## src/rtl/vtap_pkg.sv

```systemverilog
package vtap_pkg;

    // Chain depth used when the top is not overridden.
    localparam int DFLT_DEPTH = 16;

    // Delay length, in clocks, that a given tap index produces.
    function automatic int tap_length(input int tap);
        return tap + 1;
    endfunction

    // Level of a node in a heap-ordered binary tree (root = level 0).
    function automatic int heap_level(input int node);
        return $clog2(node + 2) - 1;
    endfunction

    // Number of internal (mux) nodes for a tree with the given leaf count.
    function automatic int mux_nodes(input int leaves);
        return leaves - 1;
    endfunction

endpackage

```

## src/rtl/vtap_chain.sv

```systemverilog
module vtap_chain #(
    parameter int               DEPTH    = vtap_pkg::DFLT_DEPTH,
    parameter logic [DEPTH-1:0] INIT_VAL = '0
) (
    input  logic             clk,
    input  logic             rst,
    input  logic             din,
    output logic [DEPTH-1:0] stages
);

    // Power-up contents come from the declaration initialiser.
    logic [DEPTH-1:0] stages_q = INIT_VAL;

    always_ff @(posedge clk) begin
        if (rst) begin
            stages_q <= INIT_VAL;
        end else begin
            stages_q <= {stages_q[DEPTH-2:0], din};
        end
    end

    assign stages = stages_q;

    AST_SHIFT_ENTRY: assert property (@(posedge clk) disable iff (rst)
        !rst |=> stages_q[0] == $past(din));

    AST_SHIFT_ADVANCE: assert property (@(posedge clk) disable iff (rst)
        !rst |=> stages_q[DEPTH-1:1] == $past(stages_q[DEPTH-2:0]));

    AST_RESET_RELOAD: assert property (@(posedge clk) disable iff (rst)
        $past(rst) |-> stages_q == INIT_VAL);

endmodule

```

## src/rtl/vtap_select_tree.sv

```systemverilog
module vtap_select_tree #(
    parameter int DEPTH = vtap_pkg::DFLT_DEPTH,
    localparam int SEL_W = $clog2(DEPTH),
    localparam int NODES = 2 * DEPTH - 1
) (
    input  logic [DEPTH-1:0] leaves,
    input  logic [SEL_W-1:0] sel,
    output logic             picked
);

    // Heap-ordered tree: nodes 0..DEPTH-2 are 2:1 muxes, DEPTH-1.. are leaves.
    // The root decodes the select MSB, the deepest level the LSB.
    logic [NODES-1:0] node;

    for (genvar i = 0; i < DEPTH; i++) begin : g_leaf
        assign node[DEPTH-1+i] = leaves[i];
    end

    for (genvar n = 0; n < vtap_pkg::mux_nodes(DEPTH); n++) begin : g_mux
        localparam int LVL = vtap_pkg::heap_level(n);
        localparam int BIT = SEL_W - 1 - LVL;
        assign node[n] = sel[BIT] ? node[2*n+2] : node[2*n+1];
    end

    assign picked = node[0];

endmodule

```

## src/rtl/vtap_shift_reg.sv

```systemverilog
module vtap_shift_reg #(
    parameter int               DEPTH    = vtap_pkg::DFLT_DEPTH,
    parameter logic [DEPTH-1:0] INIT_VAL = '0,
    localparam int              SEL_W    = $clog2(DEPTH)
) (
    input  logic             clk,
    input  logic             rst,
    input  logic             din,
    input  logic [SEL_W-1:0] tap_sel,
    output logic             dout
);

    logic [DEPTH-1:0] stages;

    vtap_chain #(
        .DEPTH    (DEPTH),
        .INIT_VAL (INIT_VAL)
    ) u_chain (
        .clk    (clk),
        .rst    (rst),
        .din    (din),
        .stages (stages)
    );

    vtap_select_tree #(
        .DEPTH (DEPTH)
    ) u_tree (
        .leaves (stages),
        .sel    (tap_sel),
        .picked (dout)
    );

    // Snapshot of the chain one edge back, used only to check latency.
    logic [DEPTH-1:0] stages_prev;
    always_ff @(posedge clk) begin
        stages_prev <= stages;
    end

    AST_TAP_LATENCY: assert property (@(posedge clk) disable iff (rst)
        (!$past(rst) && tap_sel != '0) |-> dout == stages_prev[SEL_W'(tap_sel - 1'b1)]);

    AST_TAP_ZERO: assert property (@(posedge clk) disable iff (rst)
        (!$past(rst) && tap_sel == '0) |-> dout == $past(din));

    AST_TAP_FOLLOWS: assert property (@(posedge clk) disable iff (rst)
        ($stable(tap_sel) && !$past(rst) && tap_sel != '0) |-> dout == $past(stages[SEL_W'(tap_sel - 1'b1)]));

endmodule

```

## config.mk

```make
export PLATFORM = sky130hd
export DESIGN_NAME = vtap_shift_reg
export DESIGN_NICKNAME = d
export VERILOG_FILES = /design/src/rtl/vtap_pkg.sv /design/src/rtl/vtap_chain.sv /design/src/rtl/vtap_select_tree.sv /design/src/rtl/vtap_shift_reg.sv
export SDC_FILE = /design/constraint.sdc
export NUM_CORES = 1
export LEC_CHECK = 0
export ABC_CLOCK_PERIOD_IN_PS = 3100
export BUFFER_PORTS_ARGS = -buffer_cell sky130_fd_sc_hd__clkbuf_2
export CAP_MARGIN = 0
export CORE_UTILIZATION = 30
export DETAILED_ROUTE_END_ITERATION = 7
export PLACE_DENSITY = 0.57
export REMOVE_ABC_BUFFERS = 1
export SYNTH_ARGS = -nofsm -noshare
export SYNTH_HDL_FRONTEND = slang
export SYNTH_SLANG_ARGS = --single-unit
```

## constraint.sdc

```tcl
create_clock -name clk -period 3.1 [get_ports clk]
set_clock_uncertainty 0.1 [all_clocks]
set_input_delay 0.31 -clock clk [delete_from_list [all_inputs] [get_ports clk]]
set_output_delay 0.31 -clock clk [all_outputs]
set_load 0.1 [all_outputs]
```

==> impl_metrics.ini <==
[critical_path]
regToRegEndpoint = u_chain.stages[8]
cp_num_buf_inv = 1
slowest_stage = mux4_1
worstSetupEndpointType = primary output
cp_max_fo = 2
r2r_slack_ns = 2.44
crit_chain = mux4_1, mux2i_1, mux2i_1, clkbuf_2
worstSetupStartpointType = register
reg2reg_depth = 1
cp.required_ns = 2.69
cp_common_cell = mux2i_1
cp_slowest_stage_delay_ns = 0.50
worstReg2RegStart = u_chain.stages[7]
cp.arrival_ns = 1.68
cp_top_family = multiplexers
worstSetupPathType = register to primary output

[drt]
wirelength_um = 724
drc_errors = 0
vias = 312
vias_per_cell = 4.216
drtIter0Drc = 5
ant_nets = 0
firstDrtPassIters = 3
wire_per_inst_um = 9.784

[timing]
fin_ws_ns = 1.006
finalCritPeriodShare_pct = 67.56
fmax_ghz = 0.4775
max_slew.worst_pin.slew_ns = 0.5403
finalSetupViolCount = 0
fin_crit_ns = 2.094
rsz0062_at_grt = no
slew-limit-headroom_pct = 64.14
finalHoldViolCount = 0
timing.hold.ws_ns = 0.1380
final.setup.tns_ns = 0
maxSlewViolCount = 0

[synthesis]
ys.flop_type = dfxtp_1
ys_warn_count = 0
synth_top_cell_area_share_pct = 57.27
yosys.area_share.simple_pct = 17.90
netlist_area_sq_um = 559.3
synth_top_family_by_area = multiplexers
synthTopCellsByCount = 16 x dfxtp_1, 16 x nor2b_1, 4 x mux4_1
async_reset_ff_share_pct = 0
synth_edf_count = 0
synthTopCellsByArea = dfxtp_1 57%, mux4_1 19%, nor2b_1 18%, mux2i_1 5.4%, clkbuf_1 0.67%
muxShareOfSynthArea_pct = 24.16
synthAdderAreaFrac_pct = 0
ys_types = 5
avgSynthCellArea_sq_um = 13.98
synth-compound-area-share_pct = 0
ys_ff_latch = 16
synthCells = 40
yosysTopAreaCell = dfxtp_1
seq_area_frac_synth_pct = 57.27
synth_xor_area_share_pct = 0

[grt]
grt_usage_pct = 8.641
grt_antenna_before_repair = 0
grt_max_degree = 17
gr-total-overflow = 0
grt_pass1_vias = 286
grt_pass1_wl_um = 1207

[floorplan]
start_util_pct = 32.04
die_w_um = 45.18
die_h_um = 45.18
rows = 15
dieArea_sq_um = 2041
io_pins = 8
coreArea_sq_um = 1745

[layout]
fin_area_sq_um = 644.4
drive_gt1_share_pct = 20.41
n_antenna_cell = 0
final_cells = 74
largest_reg_flops = 16
nNetsFinal = 58
area_growth_pct = 15.21
utilization_pct = 36.92

[worst_hold_path]
hp-start = din
whs_endpoint = u_chain.stages[0]
whs_path_depth = 2
hold_path.class = input pin to register

[power_and_ir_drop]
p_leak_nw = 0.2796
finalPower_mw = 0.3247
sw_frac_of_total_pct = 19.96
vdd_drop_max_uv = 260.6
sequentialPowerShare_pct = 64.1
p_int_mw = 0.2599
p_per_area_nw_per_um2 = 503.9
power.switching_mw = 0.06483
pwr-share-clk_pct = 30.8
pwr-share-comb_pct = 5.1

[clock_network]
cts_buffer_depth = 2
clkSlewWorstSetupHoldPaths_ns = 0.08
cts_sinks = 16
numCtsBuffers = 3
htreeDepth = 1
cts_setup_buffers = 0
clockRootBuffer = clkbuf_4
clk_latency_ns = 0.27
cts_tree = built
cts.repair.resized = 0
hold_buffers = 0

[placed_design]
io_buffers = 7
gp_congestion = 0.6501
placed_area_sq_um = 621.8
post-place-cells = 71
post-place-ws_ns = 1.046

[job]
maxCapViolCount = 0

[status]
outcome = finished, final reports clean
## area by class of cell
class	count	area (sq um)
well taps	25	31.28
flip-flops and latches	16	320.3
multi-input cells	23	235.2
fillers	174	1101
repair buffers	7	35.03
clock buffers	3	22.52
## worst max path at each step
stage / start / to / cells after the start
after floorplan: tap_sel[0] / dout / 3
after global placement: tap_sel[0] / dout / 5
after detailed placement: tap_sel[0] / dout / 5
after CTS: u_chain.stages[9] / dout / 4
after global routing: u_chain.stages[9] / dout / 4
final: u_chain.stages[9] / dout / 4
## layout by cell type (no fill, tap or decap)
cell      netlist  layout
nor2b_1        16      16
dfxtp_1        16      16
clkbuf_2        0       7
mux4_1          4       4
mux2i_1         3       3
clkbuf_4        0       3
## metal layers
metal	wire (um)	vias up	track usage, %
met5	0	-	0
met4	0	0	5.455
met3	31	0	3.600
met2	303	7	10.43
met1	389	146	12.34
li1	-	159	-
## power by group through the flow
stage	logic (mW)	registers, mW	clock network, mW
2_1_floorplan	0.00769	0.213	0
3_3_place_gp	0.0164	0.213	0
3_5_place_dp	0.0168	0.213	0
4_1_cts	0.0168	0.208	0.105
5_1_grt	0.0178	0.209	0.112
6_report	0.0165	0.208	0.100
## cell families (layout without fill, tap and decap cells)
logic type             after synthesis  in the layout
flip-flops                          16             16
multiplexers                         7              7
AND/OR/NAND/NOR                     16             16
buffers and inverters                1             10
Power figures use the tool's default switching activity.
